[src/rtl/strap_pkg.sv]
`timescale 1ns/1ps
package strap_pkg;
   localparam int STRAP_W = 4;

   typedef struct packed {
      logic fs2;
      logic fs1;
      logic fs0;
      logic bsel;
   } strap_t;
endpackage

[src/rtl/por_sync.sv]
`timescale 1ns/1ps
module por_sync #(
   parameter int STAGES = 2
) (
   input  logic clk,
   input  logic arst_n,
   output logic rst_n_o
);
   if (STAGES < 2) begin : g_chk
      $error("por_sync: STAGES must be at least 2");
   end

   logic [STAGES-1:0] sh_q;

   always_ff @(posedge clk or negedge arst_n) begin
      if (!arst_n) sh_q <= '0;
      else         sh_q <= {sh_q[STAGES-2:0], 1'b1};
   end

   assign rst_n_o = sh_q[STAGES-1];
endmodule

[src/rtl/strap_latch.sv]
`timescale 1ns/1ps
module strap_latch
   import strap_pkg::*;
#(
   parameter logic PULL_LEVEL = 1'b1
) (
   input  logic               clk,
   input  logic               sample_i,
   input  logic [STRAP_W-1:0] val_i,
   input  logic [STRAP_W-1:0] drv_i,
   output strap_t             strap_o
);
   logic [STRAP_W-1:0] eff;
   strap_t             cap_q;

   for (genvar i = 0; i < STRAP_W; i++) begin : g_pad
      assign eff[i] = drv_i[i] ? val_i[i] : PULL_LEVEL;
   end

   // Tracks the pads while sampling; the last sampling edge wins.
   always_ff @(posedge clk) begin
      if (sample_i) cap_q <= strap_t'(eff);
   end

   assign strap_o = cap_q;
endmodule

[src/rtl/clk_div.sv]
`timescale 1ns/1ps
module clk_div #(
   parameter int DIV = 2
) (
   input  logic clk,
   input  logic en_i,
   output logic clk_o
);
   if (DIV < 2) begin : g_chk
      $error("clk_div: DIV must be at least 2");
   end

   localparam int CW = $clog2(DIV);
   localparam int HI = DIV / 2;

   logic [CW-1:0] cnt_q;
   logic          a_q;

   always_ff @(posedge clk) begin
      if (!en_i) begin
         cnt_q <= '0;
         a_q   <= 1'b0;
      end else begin
         a_q   <= (cnt_q < CW'(HI));
         cnt_q <= (cnt_q == CW'(DIV - 1)) ? '0 : cnt_q + 1'b1;
      end
   end

   if (DIV % 2 == 1) begin : g_odd
      logic b_q;
      always_ff @(negedge clk) begin
         if (!en_i) b_q <= 1'b0;
         else       b_q <= a_q;
      end
      assign clk_o = a_q | b_q;
   end else begin : g_even
      assign clk_o = a_q;
   end
endmodule

[src/rtl/strap_testclk_gen.sv]
`timescale 1ns/1ps
module strap_testclk_gen
   import strap_pkg::*;
#(
   parameter int         NUM_CPU     = 8,
   parameter int         NUM_BUS     = 6,
   parameter int         SYNC_STAGES = 2,
   parameter logic [2:0] TEST_FS     = 3'b011,
   parameter int         FAST_DIV    = 2,
   parameter int         SLOW_DIV    = 4,
   parameter int         ALT_DIV     = 3
) (
   input  logic               ref_clk,
   input  logic               por_n,
   input  logic [3:0]         strap_val_i,
   input  logic [3:0]         strap_drv_i,
   output logic [3:0]         strap_oe_o,
   output logic               bus_sel_o,
   output logic [2:0]         fsel_o,
   output logic               test_mode_o,
   output logic               normal_mode_o,
   output logic               ref_out_o,
   output logic               clk48_o,
   output logic               clk24_o,
   output logic [NUM_CPU-1:0] cpu_clk_o,
   output logic [NUM_BUS-1:0] bus_clk_o
);
   if (NUM_CPU < 1 || NUM_BUS < 1) begin : g_chk_cnt
      $error("strap_testclk_gen: output group counts must be positive");
   end
   if (STRAP_W != 4) begin : g_chk_w
      $error("strap_testclk_gen: strap width must be 4");
   end

   logic   rst_n;
   strap_t strap;
   logic   tm_hit;
   logic   run;
   logic   d_fast, d_slow, d_alt, bus_div;

   por_sync #(.STAGES(SYNC_STAGES)) u_sync (
      .clk     (ref_clk),
      .arst_n  (por_n),
      .rst_n_o (rst_n)
   );

   strap_latch #(.PULL_LEVEL(1'b1)) u_latch (
      .clk      (ref_clk),
      .sample_i (~rst_n),
      .val_i    (strap_val_i),
      .drv_i    (strap_drv_i),
      .strap_o  (strap)
   );

   assign tm_hit = ({strap.fs2, strap.fs1, strap.fs0} == TEST_FS);
   assign run    = rst_n & tm_hit;

   clk_div #(.DIV(FAST_DIV)) u_div_fast (.clk(ref_clk), .en_i(run), .clk_o(d_fast));
   clk_div #(.DIV(SLOW_DIV)) u_div_slow (.clk(ref_clk), .en_i(run), .clk_o(d_slow));
   clk_div #(.DIV(ALT_DIV))  u_div_alt  (.clk(ref_clk), .en_i(run), .clk_o(d_alt));

   assign bus_div = strap.bsel ? d_slow : d_alt;

   assign strap_oe_o    = {4{rst_n}};
   assign bus_sel_o     = strap.bsel;
   assign fsel_o        = {strap.fs2, strap.fs1, strap.fs0};
   assign test_mode_o   = run;
   assign normal_mode_o = rst_n & ~tm_hit;

   // Gated by run so outputs drop at once when reset asserts.
   assign ref_out_o = run & ref_clk;
   assign clk48_o   = run & d_fast;
   assign clk24_o   = run & d_slow;

   for (genvar c = 0; c < NUM_CPU; c++) begin : g_cpu
      assign cpu_clk_o[c] = run & d_fast;
   end
   for (genvar b = 0; b < NUM_BUS; b++) begin : g_bus
      assign bus_clk_o[b] = run & bus_div;
   end
endmodule

[config.mk]
export PLATFORM = sky130hd
export DESIGN_NAME = strap_testclk_gen
export DESIGN_NICKNAME = d
export VERILOG_FILES = /design/src/rtl/strap_pkg.sv /design/src/rtl/por_sync.sv /design/src/rtl/strap_latch.sv /design/src/rtl/clk_div.sv /design/src/rtl/strap_testclk_gen.sv
export SDC_FILE = /design/constraint.sdc
export NUM_CORES = 1
export LEC_CHECK = 0
export ABC_AREA = 1
export BUFFER_PORTS_ARGS = -buffer_cell sky130_fd_sc_hd__clkbuf_2
export CAP_MARGIN = 15
export CORE_MARGIN = 2
export CORE_UTILIZATION = 32
export DETAILED_ROUTE_END_ITERATION = 10
export PLACE_DENSITY = 0.64
export SYNTH_ARGS = -nofsm -noshare
export SYNTH_HDL_FRONTEND = slang
export SYNTH_SLANG_ARGS = --single-unit
export TNS_END_PERCENT = 5
[constraint.sdc]
create_clock -name ref_clk -period 2.5 [get_ports ref_clk]
set_clock_uncertainty 0.1 [all_clocks]
set_input_delay 0.375 -clock ref_clk [delete_from_list [all_inputs] [get_ports ref_clk]]
set_output_delay 0.375 -clock ref_clk [all_outputs]
set_load 0.02 [all_outputs]
# Word level (Yosys, flattened, before mapping)
# Index checks and enable logic that the tools add are counted.
[word_totals]
reg_bits = 15
in_bits = 10
out_inout_bits = 27
word_cells = 34
[op_classes]
n_addsub = 3
magnitude_cmp = 3
eq_ne = 3
muxes = 1
bitwise_logic = 9
n_reduce_logical = 3
[op_table]
columns = ["cell", "n"]
rows = [
  ["$and 1x1->1", 6],
  ["$reduce_or 2->1", 3],
  ["$add 2x1->2 const B", 2],
  ["$eq 2x2->1 const B", 2],
  ["$eq 3x2->1 const B", 1],
  ["$lt 2x1->1 const B", 1],
  ["$lt 2x2->1 const B", 1],
  ["$not 1->1", 2],
  ["$add 1x1->1 const B", 1],
  ["$lt 1x1->1 const B", 1],
  ["$mux 1", 1],
  ["$or 1x1->1", 1],
]

# Depth between registers and ports, before layout
# Gate-level depths: netlist of the first run.
[depth]
ltp_word = 4
depth_mapped = 5

# Hierarchy
# Synthesis of the first run repeated with hierarchy kept, for this count alone.
[unflattened]
cells_unflattened = 84
hier_area_um2 = 713.2
[by_module_without_submodules]
columns = ["mod", "n_inst", "cells_per_inst", "area_per_inst_um2"]
rows = [
  ["strap_testclk_gen", 1, 34, 202.7],
  ["clk_div at u_div_alt", 1, 19, 156.4],
  ["strap_latch", 1, 12, 150.1],
  ["clk_div at u_div_slow", 1, 11, 98.8],
  ["por_sync", 1, 3, 53.8],
  ["clk_div at u_div_fast", 1, 5, 51.3],
]

==> results.json, run 1 <==
{
  "crit_slowest_cell": "dfxtp_1",
  "end_kind": "primary output",
  "topRoutingLayerUsed": "met3",
  "async_reset_ff_frac": 0.1333,
  "core.rowCount": 17,
  "yosysMostFrequentCell": "inv_1",
  "arrival_ns": 2.36,
  "pre_cts_slack_ns": 0.004497,
  "p_seq_frac": 0.572,
  "fin_ws_ns": -0.3323,
  "synth_xor_xnor_area_share": 0,
  "diodes": 0,
  "drc": 0,
  "synth.lib_cells_used.distinct": 14,
  "total_power_w": 0.0004580,
  "p_leak_nw": 0.4707,
  "num-fill-cells": 229,
  "wl_met2_um": 494,
  "grt_start_max_net_pins": 10,
  "ios": 37,
  "synth_seq_area_share": 0.4947,
  "path_cells": "o21bai_2 -> a21oi_4 -> buf_4",
  "first_global_vias": 458,
  "core_sq_um": 2148,
  "syn_area_sq_um": 708.2,
  "initial_utilization": 0.3296,
  "firstDrtPassIters": 5,
  "p_sw_frac": 0.2602,
  "rsz0062_at_grt": "true",
  "finalSetupViolCount": 6,
  "die_w_um": 51.05,
  "path_max_fanout": 6,
  "via_count": 526,
  "internal_power_w": 0.0003389,
  "ys.flop_type": "dfxtp_1",
  "violations": "negative setup slack",
  "cts_root_buffer": "clkbuf_4",
  "wl_met1_um": 430,
  "register_area_sq_um": 350.3,
  "nets": 120,
  "synth_top_area_share": 0.2544,
  "drtIter0Drc": 4,
  "clk_pin_slew_worst_paths_ns": 0.09,
  "synth_compound_area_frac": 0.01767,
  "netSwitchingPower_w": 0.0001192,
  "avgSynthCellArea_sq_um": 8.964,
  "synth-adder-area-share": 0.05300,
  "drive_gt1_frac": 0.4340,
  "ys_warn_count": 0,
  "cts_max_level": 1,
  "status": "complete, but fails checks",
  "clock_latency_ns": 0.28,
  "viasPerCell": 3.925,
  "critPathRequiredTime_ns": 2.03,
  "ant_nets": 0,
  "finalNonFillerCells": 134,
  "synth_simple_gate_area_share": 0.1537,
  "cts_setup_buffers": 0,
  "area_delta_synth_final_pct": 24.56,
  "place_congestion": 0.6621,
  "synth_nets": 92,
  "hold_violations": 0,
  "cp-start-kind": "register",
  "pwr-share-clk": 0.333,
  "fin_util": 0.4106,
  "synth_edf_count": 4,
  "numPortBuffers": 36,
  "tritoncts": "built",
  "cts_made_buffers": 3,
  "multi_input_area_sq_um": 177.7,
  "grt_remaining_overflow": 0,
  "postSynthCellCount": 79,
  "synth_top_family_by_area": "buffers and inverters",
  "rrSetupSlack_ns": 0.44,
  "comb_power_share": 0.095,
  "dp.cells": 128,
  "grt_pass1_wl_um": 1731,
  "global_route.usage.total": 0.09018,
  "muxShareOfSynthArea": 0,
  "peakVddDrop_uv": 260.9,
  "min_path_type": "primary input to register",
  "max-cap-violations": 0,
  "yosys_register_bits": 15,
  "crit_type": "register to primary output",
  "die_y_um": 51.05,
  "synth_top_cells_by_count": "18 x inv_1, 17 x buf_4, 13 x nor2_1",
  "wl_met3_um": 137,
  "yosys-top-cells-area": "dfxtp_1 25%, buf_4 18%, edfxtp_1 17%",
  "grt_antenna_before_repair": 0,
  "yosysTopAreaCell": "dfxtp_1",
  "drv_slew": 0,
  "critPathMaxStageDelay_ns": 0.31,
  "clk_path_buf_depth": 2,
  "dieArea_sq_um": 2606,
  "powerDensity_nw_per_um2": 519.3,
  "wirelength_um": 1062,
  "dp_hpwl_um": 848.5,
  "wl_per_cell_um": 7.925
}
-- repair_timing --
action	CTS	global route
cloned	0	0
endpoints found under the setup margin	6	6
gates resized for setup	2	11
pin swaps	0	1
hold buffers	1	0
endpoints found under the hold margin	2	0
-- registers in the layout, indices dropped and copies added (netlist names) --
signal / flops
u_latch.strap_o: 4
u_div_slow.cnt_q: 2
u_div_alt.a_q: 1
u_div_fast.clk_o: 1
u_div_slow.clk_o: 1
u_sync.sh_q: 2
u_div_alt.g_odd.b_q: 1
u_div_fast.cnt_q: 1
u_div_alt.cnt_q: 2
-- critical path, delay by kind of cell (launching register included) --
kind	cells	cell delay, ns
AO/OA/AOI/OAI	2	0.29
buffers and inverters	1	0.17
flip-flops	1	0.31
-- cell usage in the layout (no fill, tap or decap) --
| cell | count |
|---|---|
| nand2_1 | 6 |
| dfxtp_1 | 9 |
| inv_1 | 19 |
| buf_4 | 8 |
| clkinvlp_2 | 1 |
| clkbuf_4 | 3 |
| nor2_2 | 1 |
| nand3_1 | 2 |
| edfxtp_1 | 4 |
| dfrtp_1 | 2 |
| ha_1 | 3 |
| nand4_4 | 1 |
| clkbuf_2 | 30 |
| nor2_1 | 13 |
| o21bai_2 | 1 |
| a21oi_4 | 1 |
| conb_1 | 1 |
| dlygate4sd3_1 | 1 |
-- logic make-up (layout without fill, tap and decap cells) --
family          count (synthesis)  count (layout)
buf+inv                        35              62
flops                          15              15
simple gates                   23              23
fa+ha+maj                       3               3
other cells                     1               1
compound gates                  2               2
-- routing by layer --
metal  up-vias  global-route usage
met5         -                   0
met4         0             0.01351
met3         0             0.05556
met2        31              0.1580
met1       227             0.09256
li1        268                   -
-- power by group through the flow --
stage	registers, W	clock network, W	logic [W]
6_report	0.000262	0.000153	0.0000434
5_1_grt	0.000263	0.000177	0.0000484
3_3_place_gp	0.000267	0.0000123	0.0000414
3_5_place_dp	0.000268	0.0000123	0.0000424
4_1_cts	0.000262	0.000164	0.0000439
2_1_floorplan	0.000271	0.0000111	0.0000249
-- metrics by stage --
stage	hold slack, ns	setup TNS, ns	instance area, sq um
2_1_floorplan	-0.02059	-0.2491	719.4
3_3_place_gp	0.06265	0	822.0
3_5_place_dp	0.06407	0	822.0
4_1_cts	0.2027	-2.106	869.6
5_1_grt	0.1956	-2.602	882.1
6_report	0.2144	-1.984	882.1
-- final cells by class --
class	count	area share
flip-flops and latches	15	0.3972
repair buffers	38	0.2440
multi-input cells	29	0.2014
inverters	17	0.07234
well taps	28	0.03972
clock buffers	4	0.03121
clock inverters	3	0.01418
-- final timing paths --
check	from	end	depth (start not counted)
max in group asynchronous	por_n	u_sync.sh_q[0]$_DFF_PN0_	2
min reg2reg	u_sync.sh_q[0]$_DFF_PN0_	u_sync.sh_q[1]$_DFF_PN0_	0
max reg2reg	u_latch.strap_o[3]$_SDFFCE_PN1N_	u_div_alt.g_odd.b_q$_SDFF_NN0_	3
max	u_div_alt.g_odd.b_q$_SDFF_NN0_	bus_clk_o[3]	3
min in group asynchronous	por_n	u_sync.sh_q[1]$_DFF_PN0_	2
min	strap_drv_i[1]	u_latch.strap_o[1]$_SDFFCE_PN1N_	2
No activity file was read; power rests on OpenSTA's default activity.
==> run 2: changes to the inputs <==
Settings changed: GPL_TIMING_DRIVEN set to 0.
==> run 2 against run 1 <==
  * Total power grew 1.2%
  * Flip-flop and latch count did not move
  * Combinational power rose by 7.4%
  * Register-to-register slack worse by 0.19 ns
  * Critical path depth is 1 higher
  * Via count up 8.6%
  * Core utilization rose by 5.1 points
  * First-iteration DRC count is 50% lower
  * Largest power group unchanged
  * Sequential share of layout area fell by 4.4 points
  * Cell count increased by 11%
  * The run still ends with negative setup slack left
  * Clock-buffer cell count is the same
  * Setup slack lost 0.056 ns
==> results.json, run 2 (synthesis gave the netlist of run 1 again) <==
{
  "status": "complete, but fails checks",
  "violations": "negative setup slack",
  "ios": 37,
  "numPortBuffers": 36,
  "drv_slew": 0,
  "min_path_type": "primary input to register",
  "wl_per_cell_um": 8.349,
  "relSlewSlack": 0.6669,
  "path_max_fanout": 6,
  "end_kind": "primary output",
  "arrival_ns": 2.41,
  "cp-start-kind": "register",
  "r2r-start": "u_sync.sh_q[1]$_DFF_PN0_",
  "num-fill-cells": 219,
  "fin_setup_tns_ns": -2.239,
  "p_leak_nw": 0.5519,
  "grt_start_max_net_pins": 11,
  "die_w_um": 51.05,
  "peakVddDrop_uv": 280.1,
  "clk_pin_slew_worst_paths_ns": 0.09,
  "cts_made_buffers": 3,
  "place_congestion": 0.6579,
  "clk_path_buf_depth": 2,
  "tightest_slew_ns": 0.4979,
  "wirelength_um": 1244,
  "grt_remaining_overflow": 0,
  "cts_setup_buffers": 0,
  "final_cell_mix": "30 x clkbuf_2, 22 x buf_4, 19 x inv_1",
  "final_common_cell": "clkbuf_2",
  "cts_max_level": 1,
  "first_global_vias": 542,
  "cts_root_buffer": "clkbuf_4",
  "hp-start": "strap_drv_i[2]",
  "ant_nets": 0,
  "initial_utilization": 0.3296,
  "drtIter0Drc": 2,
  "min_path_cells": 2,
  "diodes": 0,
  "rrSetupSlack_ns": 0.25,
  "powerDensity_nw_per_um2": 467.4,
  "die_y_um": 51.05,
  "dp_hpwl_um": 1010,
  "fin_ws_ns": -0.3879,
  "clock_latency_ns": 0.28,
  "rsz0062_at_grt": "true",
  "viasPerCell": 3.832,
  "hold_end": "u_latch.strap_o[2]$_SDFFCE_PN1N_",
  "fin_area_sq_um": 992.2,
  "critPathRequiredTime_ns": 2.03,
  "register_area_sq_um": 350.3,
  "core.rowCount": 17,
  "largest_register_ffs": 4,
  "hold_violations": 0,
  "grt_pass1_wl_um": 2201,
  "firstDrtPassIters": 2,
  "grt_antenna_before_repair": 0,
  "drc": 0,
  "dieArea_sq_um": 2606,
  "r2r_end": "u_div_alt.g_odd.b_q$_SDFF_NN0_",
  "crit_type": "register to primary output",
  "via_count": 571,
  "finalSetupViolCount": 6,
  "multi_input_area_sq_um": 177.7,
  "r2r_cells": 2,
  "drive_gt1_frac": 0.5041,
  "core_sq_um": 2148,
  "tritoncts": "built",
  "nets": 135,
  "fin_util": 0.4619,
  "max-cap-violations": 0,
  "global_route.usage.total": 0.1126,
  "area_delta_synth_final_pct": 40.11,
  "placed_cell_area_sq_um": 934.6
}
==> run 2: cell count changes in the layout (fill, tap and decap cells not counted) <==
cell   before  now
buf_4       8   22
buf_2       0    1
==> run 2: stage by stage <==
step                      hold WS (ns)  power [W]  cells  worst slack (ns)
after global placement         0.06148  0.0003247    143          -0.08378
after global routing            0.2010  0.0005008    149           -0.5105
after floorplan               -0.02059  0.0003070     79          -0.04983
final                           0.2190  0.0004637    149           -0.3879
after CTS                       0.2055  0.0004760    149           -0.4191
after detailed placement       0.06111  0.0003271    143          -0.09942
==> run 2: layer usage <==
layer  wire length [um]  vias up  global-route usage
met5                  0        -                   0
met2                615       31              0.1991
met1                474      241              0.1239
met4                  0        0             0.05856
met3                154        0             0.02632
li1                   -      299                   -
==> run 2: worst max-delay path, cell delays in order (launching register included) <==
cell      delay (ns)
dfxtp_1         0.31
o21bai_2        0.07
a21oi_4         0.18
buf_4           0.14
buf_4           0.13
==> run 2: how the worst max path moves through the flow <==
stage                              startpoint           end  slack, ns  cells after the start
4_1_cts        u_div_alt.g_odd.b_q$_SDFF_NN0_  bus_clk_o[3]      -0.42                      4
2_1_floorplan  u_div_alt.g_odd.b_q$_SDFF_NN0_  bus_clk_o[1]      -0.05                      3
3_5_place_dp   u_div_alt.g_odd.b_q$_SDFF_NN0_  bus_clk_o[3]       -0.1                      4
3_3_place_gp   u_div_alt.g_odd.b_q$_SDFF_NN0_  bus_clk_o[1]      -0.08                      4
5_1_grt        u_div_alt.g_odd.b_q$_SDFF_NN0_  bus_clk_o[3]      -0.51                      4
6_report       u_div_alt.g_odd.b_q$_SDFF_NN0_  bus_clk_o[3]      -0.39                      4
==> run 2: area by class of cell <==
type                    instances  share of cell area
plain buffers                  17              0.1286
clock buffers                   4             0.02774
clock inverters                 3             0.01261
inverters                      17             0.06431
multi-input cells              29              0.1791
flip-flops and latches         15              0.3531
well taps                      28             0.03531
repair buffers                 36              0.1992
==> run 2: timing repair <==
item | in CTS | in global routing
resized for setup | 6 | 1
hold buffers | 1 | 0
hold endpoints to repair | 2 | 0
setup endpoints to repair | 6 | 6
==> run 2: where the power goes <==
group          total [W]  switching, W  leakage [nW]  internal, W
Combinational  0.0000466     0.0000259         0.389    0.0000208
Sequential      0.000264    0.00000624         0.131     0.000257
Clock           0.000154     0.0000896        0.0314    0.0000639
Total           0.000464      0.000122         0.552     0.000342
==> run 3: changes to the inputs <==
Settings changed: CELL_PAD_IN_SITES_DETAIL_PLACEMENT set to 2, CELL_PAD_IN_SITES_GLOBAL_PLACEMENT set to 2, CORE_UTILIZATION 32 to 25, GPL_ROUTABILITY_DRIVEN set to 0, PLACE_DENSITY 0.64 to 0.84.
==> run 3 against run 2 <==
  * Critical path depth unchanged
  * Sequential power about the same
  * Largest cell class unchanged
  * The run still ends with negative setup slack left
  * Global-route usage increased by 0.18 points
==> results.json, run 3 (synthesis gave the netlist of run 1 again) <==
{
  "end_kind": "primary output",
  "cts_root_buffer": "clkbuf_4",
  "num-fill-cells": 330,
  "via_count": 627,
  "min_path_type": "primary input to register",
  "dieArea_sq_um": 3275,
  "cts_made_buffers": 3,
  "arrival_ns": 2.43,
  "grt_start_max_net_pins": 11,
  "path_max_fanout": 6,
  "critPathRequiredTime_ns": 2.03,
  "internal_power_w": 0.0003425,
  "rsz0062_at_grt": "true",
  "wirelength_um": 1692,
  "fin_util": 0.3712,
  "pwr-share-clk": 0.335,
  "ios": 37,
  "peakVddDrop_uv": 280.5,
  "hold_violations": 0,
  "die_y_um": 57.23,
  "grtUsageMet1": 0.1041,
  "numPortBuffers": 36,
  "grt.busiest_layer": "met2",
  "grt_antenna_before_repair": 0,
  "p_leak_nw": 0.5554,
  "fin_ws_ns": -0.4041,
  "netSwitchingPower_w": 0.0001268,
  "area_delta_synth_final_pct": 43.29,
  "clk_path_buf_depth": 2,
  "core.rowCount": 19,
  "max-cap-violations": 0,
  "drc": 0,
  "r2r-start": "u_sync.sh_q[1]$_DFF_PN0_",
  "clk_pin_slew_worst_paths_ns": 0.09,
  "finalSetupViolCount": 6,
  "clock_latency_ns": 0.29,
  "total_power_w": 0.0004693,
  "tightest_slew_ns": 0.4962,
  "drive_gt1_frac": 0.5041,
  "nets": 135,
  "global_route.usage.total": 0.1144,
  "final_common_cell": "clkbuf_2",
  "diodes": 0,
  "largest_register_ffs": 4,
  "violations": "negative setup slack",
  "p_sw_frac": 0.2702,
  "grt_remaining_overflow": 0,
  "ant_nets": 0,
  "die_w_um": 57.23,
  "powerDensity_nw_per_um2": 462.4,
  "drtIter0Drc": 15,
  "met2_usage": 0.2233,
  "crit_type": "register to primary output",
  "final_cell_mix": "30 x clkbuf_2, 19 x inv_1, 17 x buf_4",
  "tritoncts": "built",
  "drv_slew": 0,
  "first_global_vias": 669,
  "cts_max_level": 1,
  "comb_power_share": 0.102,
  "relSlewSlack": 0.6680,
  "viasPerCell": 4.125,
  "cts_setup_buffers": 0,
  "holdWs_ns": 0.2188,
  "p_seq_frac": 0.563,
  "firstDrtPassIters": 4,
  "dp_hpwl_um": 1406,
  "cp-start-kind": "register",
  "wl_per_cell_um": 11.13,
  "initial_utilization": 0.2590,
  "grt_pass1_wl_um": 2849,
  "crit_start": "u_div_alt.g_odd.b_q$_SDFF_NN0_",
  "status": "complete, but fails checks",
  "grt_util_met3": 0.03401,
  "core_sq_um": 2734,
  "hp-start": "strap_drv_i[0]"
}
## run 3: cell types whose count changed in the layout (fill, tap and decap cells not counted)
cell / before / now
buf_4: 22 / 17
buf_6: 0 / 5
## run 3: area by class of cell
class / instances / area (sq um) / share of cell area
sequential: 15 / 350.3 / 0.3453
timing repair buffer: 36 / 216.5 / 0.2133
multi-input combinational: 29 / 177.7 / 0.1751
buffer: 17 / 127.6 / 0.1258
inverter: 17 / 63.81 / 0.06289
tap: 31 / 38.79 / 0.03822
clock buffer: 4 / 27.53 / 0.02713
clock inverter: 3 / 12.51 / 0.01233
## run 3: critical path, stage by stage, from the launching register on
cell	delay, ns
dfxtp_1	0.32
o21bai_2	0.07
a21oi_4	0.19
buf_4	0.15
buf_6	0.10
## run 3: per-layer routing
layer	vias to the layer above	wire, um
met3	3	148
met4	0	30
met2	34	946
met1	293	566
li1	297	-
met5	-	0
## run 3: stage by stage
step / area [sq um] / setup TNS [ns] / setup WS [ns] / cells
finish: 1015 / -2.351 / -0.4041 / 152
global route: 1015 / -3.503 / -0.5039 / 152
CTS: 1011 / -2.640 / -0.4504 / 152
detailed placement: 938.4 / -0.5884 / -0.1182 / 146
global placement: 938.4 / -0.4505 / -0.09035 / 146
floorplan: 719.4 / -0.2491 / -0.04983 / 79
## run 3: worst paths after layout
check	cells after the start	to	slack [ns]
min in group asynchronous	2	u_sync.sh_q[1]$_DFF_PN0_	0.29
worst min-delay path	2	u_latch.strap_o[0]$_SDFFCE_PN1N_	0.22
worst max-delay path	4	bus_clk_o[1]	-0.40
max in group asynchronous	2	u_sync.sh_q[0]$_DFF_PN0_	1.91
worst min register to register	0	u_sync.sh_q[1]$_DFF_PN0_	0.27
worst max register to register	2	u_div_alt.g_odd.b_q$_SDFF_NN0_	0.22
## run 3: power by group through the flow
| stage | Clock [W] | Combinational, W | Sequential (W) |
|---|---|---|---|
| 2_1_floorplan | 0.0000111 | 0.0000249 | 0.000271 |
| 3_3_place_gp | 0.0000123 | 0.0000445 | 0.000269 |
| 3_5_place_dp | 0.0000123 | 0.0000472 | 0.000270 |
| 4_1_cts | 0.000166 | 0.0000493 | 0.000264 |
| 5_1_grt | 0.000182 | 0.0000531 | 0.000265 |
| 6_report | 0.000157 | 0.0000480 | 0.000264 |
## run 3: what timing repair did
action,CTS,global route
resized for setup,10,2
gates cloned,0,0
hold buffers,1,0
pin swaps,0,0
hold endpoints to repair,2,0
setup endpoints to repair,6,14
